[config.mk]
export PLATFORM = sky130hd
export DESIGN_NAME = cond_pc_unit
export DESIGN_NICKNAME = d
export VERILOG_FILES = /design/src/rtl/cc_pc_pkg.sv /design/src/rtl/cc_flag_reg.sv /design/src/rtl/cc_branch_eval.sv /design/src/rtl/cc_pc_select.sv /design/src/rtl/cond_pc_unit.sv
export SDC_FILE = /design/constraint.sdc
export NUM_CORES = 1
export LEC_CHECK = 0
export BUFFER_PORTS_ARGS = -buffer_cell sky130_fd_sc_hd__buf_2
export CORE_UTILIZATION = 35
export CTS_CLUSTER_DIAMETER = 150
export CTS_CLUSTER_SIZE = 25
export DETAILED_ROUTE_END_ITERATION = 8
export GPL_ROUTABILITY_DRIVEN = 0
export PLACE_DENSITY = 0.57
export SLEW_MARGIN = 20
export SYNTH_ARGS = -nofsm -noshare
export SYNTH_HDL_FRONTEND = slang
export SYNTH_SLANG_ARGS = --single-unit
[constraint.sdc]
create_clock -name clk -period 3.5 [get_ports clk]
set_input_delay 0.35 -clock clk [delete_from_list [all_inputs] [get_ports clk]]
set_output_delay 0.35 -clock clk [all_outputs]
set_load 0.01 [all_outputs]
[src/rtl/cc_pc_pkg.sv]
package cc_pc_pkg;

    localparam int WORD_W = 16;
    localparam int OPC_W  = 4;
    localparam int MASK_W = 3;
    localparam int DISP_W = 9;

    typedef enum logic [OPC_W-1:0] {
        OP_BR   = 4'h0,
        OP_ADD  = 4'h1,
        OP_LD   = 4'h2,
        OP_ST   = 4'h3,
        OP_JSR  = 4'h4,
        OP_AND  = 4'h5,
        OP_LDR  = 4'h6,
        OP_STR  = 4'h7,
        OP_RTI  = 4'h8,
        OP_NOT  = 4'h9,
        OP_LDI  = 4'hA,
        OP_STI  = 4'hB,
        OP_JMP  = 4'hC,
        OP_RSV  = 4'hD,
        OP_LEA  = 4'hE,
        OP_TRAP = 4'hF
    } opcode_e;

    // Bit order matches the branch mask: neg tested by the top mask bit.
    typedef struct packed {
        logic neg;
        logic zero;
        logic pos;
    } cond_t;

    typedef enum logic [1:0] {
        SRC_INC   = 2'd0,
        SRC_ADDER = 2'd1,
        SRC_BUS   = 2'd2
    } pc_src_e;

    localparam cond_t COND_RESET = '{neg: 1'b0, zero: 1'b1, pos: 1'b0};

    // Instructions that write a general register and so refresh the flags.
    function automatic logic writes_reg(opcode_e op);
        case (op)
            OP_ADD, OP_AND, OP_NOT, OP_LD, OP_LDR, OP_LDI, OP_LEA: return 1'b1;
            default: return 1'b0;
        endcase
    endfunction

    // Instructions that do not simply advance the counter.
    function automatic logic redirects(opcode_e op);
        return (op == OP_BR) || (op == OP_JMP) || (op == OP_TRAP);
    endfunction

endpackage

[src/rtl/cc_flag_reg.sv]
module cc_flag_reg
    import cc_pc_pkg::*;
#(
    parameter int DATA_W = WORD_W
) (
    input  logic              clk,
    input  logic              rst,
    input  logic              step,
    input  opcode_e           op,
    input  logic [DATA_W-1:0] bus_val,
    output cond_t             flags
);

    localparam int SIGN_BIT = DATA_W - 1;

    logic  load_en;
    cond_t sampled;

    assign load_en = step && writes_reg(op);

    always_comb begin
        sampled = '0;
        if (bus_val[SIGN_BIT])
            sampled.neg = 1'b1;
        else if (bus_val == '0)
            sampled.zero = 1'b1;
        else
            sampled.pos = 1'b1;
    end

    always_ff @(posedge clk) begin
        if (rst)
            flags <= COND_RESET;
        else if (load_en)
            flags <= sampled;
    end


    flag_onehot_chk: assert property (@(posedge clk) disable iff (rst)
        $countones(flags) == 1);


    flag_neg_load_chk: assert property (@(posedge clk) disable iff (rst)
        (step && writes_reg(op) && bus_val[SIGN_BIT]) |=> flags.neg);


    flag_zero_load_chk: assert property (@(posedge clk) disable iff (rst)
        (step && writes_reg(op) && bus_val == '0) |=> flags.zero);


    flag_keep_chk: assert property (@(posedge clk) disable iff (rst)
        (step && !writes_reg(op)) |=> $stable(flags));


    flag_idle_chk: assert property (@(posedge clk) disable iff (rst)
        !step |=> $stable(flags));

endmodule

[src/rtl/cc_branch_eval.sv]
module cc_branch_eval
    import cc_pc_pkg::*;
(
    input  logic              clk,
    input  logic              rst,
    input  opcode_e           op,
    input  logic [MASK_W-1:0] mask,
    input  cond_t             flags,
    output logic              taken
);

    logic [MASK_W-1:0] hits;

    assign hits  = mask & flags;
    assign taken = (op == OP_BR) && (hits != '0);


    empty_mask_chk: assert property (@(posedge clk) disable iff (rst)
        (mask == '0) |-> !taken);


    taken_only_br_chk: assert property (@(posedge clk) disable iff (rst)
        taken |-> (op == OP_BR));

endmodule

[src/rtl/cc_pc_select.sv]
module cc_pc_select
    import cc_pc_pkg::*;
#(
    parameter int              DATA_W   = WORD_W,
    parameter int              OFF_W    = DISP_W,
    parameter logic [DATA_W-1:0] RESET_PC = 16'h3000
) (
    input  logic              clk,
    input  logic              rst,
    input  logic              step,
    input  opcode_e           op,
    input  logic              taken,
    input  logic [OFF_W-1:0]  disp,
    input  logic [DATA_W-1:0] bus_val,
    input  logic [DATA_W-1:0] jreg_val,
    output logic [DATA_W-1:0] pc
);

    localparam int EXT_W = DATA_W - OFF_W;

    pc_src_e           src;
    logic [DATA_W-1:0] pc_inc;
    logic [DATA_W-1:0] adder_base;
    logic [DATA_W-1:0] adder_off;
    logic [DATA_W-1:0] adder_out;
    logic [DATA_W-1:0] pc_next;

    assign pc_inc = pc + DATA_W'(1);

    always_comb begin
        src        = SRC_INC;
        adder_base = pc_inc;
        adder_off  = {{EXT_W{disp[OFF_W-1]}}, disp};
        case (op)
            OP_BR:   if (taken) src = SRC_ADDER;
            OP_JMP: begin
                src        = SRC_ADDER;
                adder_base = jreg_val;
                adder_off  = '0;
            end
            OP_TRAP: src = SRC_BUS;
            default: src = SRC_INC;
        endcase
    end

    assign adder_out = adder_base + adder_off;

    always_comb begin
        case (src)
            SRC_ADDER: pc_next = adder_out;
            SRC_BUS:   pc_next = bus_val;
            default:   pc_next = pc_inc;
        endcase
    end

    always_ff @(posedge clk) begin
        if (rst)
            pc <= RESET_PC;
        else if (step)
            pc <= pc_next;
    end


    pc_idle_chk: assert property (@(posedge clk) disable iff (rst)
        !step |=> $stable(pc));


    pc_seq_chk: assert property (@(posedge clk) disable iff (rst)
        (step && (!redirects(op) || (op == OP_BR && !taken)))
        |=> pc == $past(pc) + DATA_W'(1));


    pc_branch_chk: assert property (@(posedge clk) disable iff (rst)
        (step && taken)
        |=> pc == $past(pc) + DATA_W'(1) + {{EXT_W{$past(disp[OFF_W-1])}}, $past(disp)});


    pc_jump_chk: assert property (@(posedge clk) disable iff (rst)
        (step && op == OP_JMP) |=> pc == $past(jreg_val));


    pc_trap_chk: assert property (@(posedge clk) disable iff (rst)
        (step && op == OP_TRAP) |=> pc == $past(bus_val));

endmodule

[src/rtl/cond_pc_unit.sv]
module cond_pc_unit
    import cc_pc_pkg::*;
#(
    parameter int                DATA_W   = WORD_W,
    parameter logic [DATA_W-1:0] RESET_PC = 16'h3000
) (
    input  logic              clk,
    input  logic              rst,
    input  logic              step,
    input  logic [DATA_W-1:0] instr,
    input  logic [DATA_W-1:0] bus_val,
    input  logic [DATA_W-1:0] jreg_val,
    output logic [DATA_W-1:0] pc,
    output logic [2:0]        flags,
    output logic              br_taken
);

    localparam int OPC_LSB  = DATA_W - OPC_W;
    localparam int MASK_LSB = OPC_LSB - MASK_W;

    opcode_e           op;
    logic [MASK_W-1:0] mask;
    logic [DISP_W-1:0] disp;
    cond_t             cond_q;
    logic              taken;

    assign op   = opcode_e'(instr[DATA_W-1:OPC_LSB]);
    assign mask = instr[OPC_LSB-1:MASK_LSB];
    assign disp = instr[DISP_W-1:0];

    cc_flag_reg #(.DATA_W(DATA_W)) u_flags (
        .clk     (clk),
        .rst     (rst),
        .step    (step),
        .op      (op),
        .bus_val (bus_val),
        .flags   (cond_q)
    );

    cc_branch_eval u_branch (
        .clk   (clk),
        .rst   (rst),
        .op    (op),
        .mask  (mask),
        .flags (cond_q),
        .taken (taken)
    );

    cc_pc_select #(
        .DATA_W   (DATA_W),
        .OFF_W    (DISP_W),
        .RESET_PC (RESET_PC)
    ) u_pc (
        .clk      (clk),
        .rst      (rst),
        .step     (step),
        .op       (op),
        .taken    (taken),
        .disp     (disp),
        .bus_val  (bus_val),
        .jreg_val (jreg_val),
        .pc       (pc)
    );

    assign flags    = cond_q;
    assign br_taken = taken;

endmodule

# Word level (Yosys, flattened, before mapping)
# Cells that the tools add are included.
# Widths: inputs -> output; s select.
# totals
ff_bits	19
inputBits	51
out_inout_bits	20
elab_cells	34
# op_classes
add_sub_neg	2
eq_ne	11
mux	10
bitwise_logic	1
n_reduce_logical	6
# op_table
operator	n
$mux 16	2
$pmux 16 s2	1
$eq 4x4->1 const B	5
$add 16x1->16 const B	1
$add 16x16->16	1
$logic_not 16->1	1
$eq 4x3->1 const B	2
$reduce_or 7->1	1
$pmux 2 s3	1
$mux 1	5
$eq 4x1->1 const B	1
$eq 4x2->1 const B	1
$logic_not 4->1	1
$and 3x3->3	1
$reduce_bool 3->1	1
$eq 2x1->1 const B	1
$eq 2x2->1 const B	1
$logic_and 1x1->1	2
$mux 2	1

# Depth between registers and ports, before layout
# logic_depth
ltp_word	7
mapped_depth	15
ltp_nobuf	14

# Cells and area by module
# From an unflattened synthesis, not the netlist that was laid out.
# unflattened
cells_unflattened	375
hier_area_um2	2588.7
# by_module_without_submodules
module	n_inst	cells_per_inst	area_each_um2	seq_area_each_um2
cc_pc_select	1	352	2394.8	320.3
cc_flag_reg	1	20	172.7	60.1
cc_branch_eval	1	3	21.3	0.0

# Worst setup path before layout
# OpenSTA, ideal clock, no wires.
# synth_timing
path_kind	register to register
from	register u_pc.pc[0]
to	register u_pc.pc[12]
arrival_time_ns	3.337
required_ns	3.378
path_slack_ns	0.041
path_stages_with_launch	13
synth_period_minus_slack_ns	3.459
path_cell_list	dfxtp_1 -> ha_1 -> nand3_1 -> or4_1 -> xor2_1 -> o21ai_1 -> ha_1 -> and3_1 -> and3_1 -> a222oi_1 -> nand2b_1 -> and4b_1 -> o32a_1
# synth_via
elab_chain_cells	4
# synth_rtl
element	line	text
start: declaration	cc_pc_select.sv:16	output logic [DATA_W-1:0] pc
start signal: assignment	cc_pc_select.sv:60	pc <= pc_next;
$add 16x1->16 (*)	cc_pc_select.sv:28	assign pc_inc = pc + DATA_W'(1);
$mux 16	cc_pc_select.sv:34	case (op)
$add 16x16->16	cc_pc_select.sv:46	assign adder_out = adder_base + adder_off;
$pmux 16 s2 (*)	cc_pc_select.sv:49	case (src)
# Every way passes the cells marked *; elsewhere a longest branch is shown, timed or not.
# A chain may end at the register's enable or synchronous reset.

# Worst setup path after layout
# layout_timing
from	register u_pc.pc[0]
to	register u_pc.pc[14]
# The elaborated chain is that of the path after synthesis.

==> key figures <==
Global routing
  • First-pass GRT wire length: 12.8 mm
  • Initial antenna violation count: 0
  • Met3 Usage GRT: under 10%
  • Vias in the first global route: between 2000 and 3000
  • Remaining Overflow, GRT: 0
  • Gr usage total: between 20% and 30%
  • GRT met1 Usage: 30.6%
  • Most Crowded Layer GR: met2
  • Pin count of the biggest net entering global routing: 40
  • Met2 Usage GRT: between 30% and 40%

Setup path
  • CP Capture Type: flop
  • Worst setup SP type: flop
  • Slowest CP cell: or4_4
  • Critical path peak fanout: 5
  • Buf+Inv Stages, Crit Path: 1
  • Critical Path Most Common Cell: and3_1
  • Slowest cell delay on critical path: ~0.55 ns
  • Data arrival time of the worst path: 3.58 ns
  • Worst path top cell family by delay: simple AND/OR/NAND/NOR gates
  • WP data required: around 3.6 ns
  • Worst-path cell chain: ha_2 > nand3_2 > or4_4 > xor2_1 > o21ai_1 > ha_1 > and3_1 > and3_1 > a222oi_1 > buf_4 > mux2_2 > o211ai_1 > a21oi_1
  • Crit path kind: reg2reg

Pwr
  • Total power: 0.717 mW
  • Cell area power density: between 200 and 250 nW/um2
  • P_leak: approximately 1.4 nW
  • Maximum vdd drop: between 100 and 150 uV

Timing
  • Final setup viols: 0
  • Final Hold Violating Endpoints: 0
  • Clock Skew: roughly 0.0024 ns
  • RSZ-0062 raised after global routing: true
  • Clock period minus worst slack: ~3.4 ns
  • Maximum clock rate: a little under 0.3 GHz
  • Setup ws final: just under 0.06 ns
  • Max Slew Vio Count: 0
  • Final period util: 98.3%
  • Slew headroom: 63.0%
  • Worst-Margin Slew: approximately 0.55 ns

Floorplanning
  • I/O Pins: slightly above 70
  • DIE HEIGHT: between 80 and 90 um
  • # rows: 30
  • Core Region: slightly below 7000 um2
  • Die Wd: around 86 um
  • DIE AREA: around 7400 um2
  • Starting Density: about 36%

Detailed routing
  • Drt via density: 5.60
  • DR iter-0 viols: between 150 and 200
  • Post-DRT Antenna Nets: 0
  • Residual DRC: 0
  • DR vias: slightly below 3000
  • First-pass DRT Iterations: 5
  • Drt wl/cell: 15.8 um
  • Total wire length: ~8 mm

Yosys
  • Syn avg cell area: approximately 7.0 um2
  • Top cell type's share of synthesized area: between 10% and 20%
  • Post-synth EDFFs: 0
  • Post-synthesis mux area share: 2.54%
  • Register bit total from synthesis: 19
  • Post-Synth Adder-Cell Area: a little over a tenth
  • Post-synthesis simple-gate area fraction: roughly 28%
  • Synth area leader: dfxtp_1
  • Post-synthesis xor/xnor area fraction: 8.19%
  • Post-synth ARST share: 0%
  • Main combinational cell family by area after synthesis: compound AO/OA/AOI/OAI gates
  • Synthesized cell area: roughly 2500 um2
  • Syn. warnings: 0
  • Yosys cell types: 62
  • Top_reg_cell synth: dfxtp_1
  • Synth top area cells: dfxtp_1 (15%), ha_1 (9.7%), nand2_1 (7.3%)
  • Complex-gate fraction of the synthesized area: 29.6%
  • Mapped Cells: between 300 and 400
  • Net Count, Synth: about 420
  • Post-synthesis sequential area ratio: 15.5%

Final layout
  • Nets: just under 500
  • Commonest cells after routing, fill and taps aside: buf_2 (70), nand2_1 (48), nor2_1 (30)
  • Final core occ: ~46%
  • Most common cell after layout, fill and taps aside: buf_2
  • Final Non-Filler Cells: around 520
  • Ant diodes: 0
  • Share of post-route cells with drive strength above 1: 25.4%
  • Area grow syn2layout: 25.7%
  • Finished Cell Area: just over 3000 um2

Clock network
  • Clock slew at reported path FFs: about 0.08 ns
  • Sink Count: 19
  • Latest clock arrival within the worst-skew pair: 0.27 ns
  • H-Tree Depth: 1
  • CTS tree: built
  • CTS root buf: clkbuf_8
  • CTS Hold Bufs: 0
  • Max clock buf depth: 2
  • CTS buffer count: 3

Place
  • Placed instance area: roughly 3000 um2
  • Post-Place Cells: 512
  • Pre-CTS setup slack: roughly 0.0018 ns
  • Dpl hpwl: between 6 and 7 mm
  • Port bufs: 70

Hold path
  • Hold Path Class: in2reg

Flow run
  • Max Cap Viol: 0

Outcome
  • Run status: completed
registers in the layout, indices dropped and copies added (netlist names):
name           cells
u_pc.pc           16
u_flags.flags      3
report_power, final:
part	internal, mW	switching, mW	total, mW
clock	0.0797	0.0890	0.169
combinational	0.133	0.175	0.308
sequential	0.227	0.0137	0.240
per-stage QoR:
| stage | hold slack (ns) | TNS (ns) |
|---|---|---|
| after global placement | 0.462 | 0 |
| after floorplan | 0.488 | 0 |
| after detailed placement | 0.468 | 0 |
| after CTS | 0.383 | 0 |
| after global routing | 0.390 | -0.0905 |
| final | 0.386 | 0 |
cells by family after synthesis:
family | after synthesis
AO/OA/AOI/OAI | 108
XOR/XNOR | 23
adder cells (fa/ha/maj) | 20
buffers and inverters | 34
flip-flops | 19
multiplexers | 6
AND/OR/NAND/NOR | 141
per-layer routing:
| layer | part of all wire [%] | wire length, um | vias to the layer above |
|---|---|---|---|
| met5 | 0 | 0 | - |
| met4 | 2.5 | 207 | 0 |
| met3 | 6.1 | 495 | 17 |
| met2 | 45 | 3660 | 111 |
| met1 | 47 | 3820 | 1337 |
| li1 | - | - | 1428 |
cell type report:
cell class              count  area, um2
repair buffers             86        483
well taps                  96        120
clock inverters             1       5.00
flip-flops and latches     19        382
multi-input cells         298       2010
inverters                  14       52.6
fillers                   734       3700
clock buffers               3       41.3
tightest hold or removal path, stage by stage:
cell	delay, ns
buf_2	0.10
a221oi_1	0.08
nor2_1	0.09
worst paths after layout:
kind	start	endpoint	slack (ns)	cells past startpoint
worst max-delay path	u_pc.pc[0]	u_pc.pc[14]	0.06	13
worst min-delay path	bus_val[7]	u_pc.pc[7]	0.39	3
worst max register to register	u_pc.pc[0]	u_pc.pc[14]	0.06	13
worst min register to register	u_flags.flags[0]	u_flags.flags[0]	0.48	2
synth_stat cells (8+ instances only):
cell / instances
xor2_1: 10
dfxtp_1: 19
o21ai_0: 21
inv_1: 14
nor2_1: 30
nand3_1: 13
nand2_1: 48
a21oi_1: 25
ha_1: 19
a21o_1: 8
nor2b_1: 11
clkbuf_1: 17
xnor2_1: 13
repair_timing:
item | in CTS | in global routing
resized for setup | 0 | 10
setup buffers | 1 | 0
pin swaps | 1 | 0
endpoints found under the setup margin | 1 | 4
Note: power is estimated with default switching activity, not from simulation.
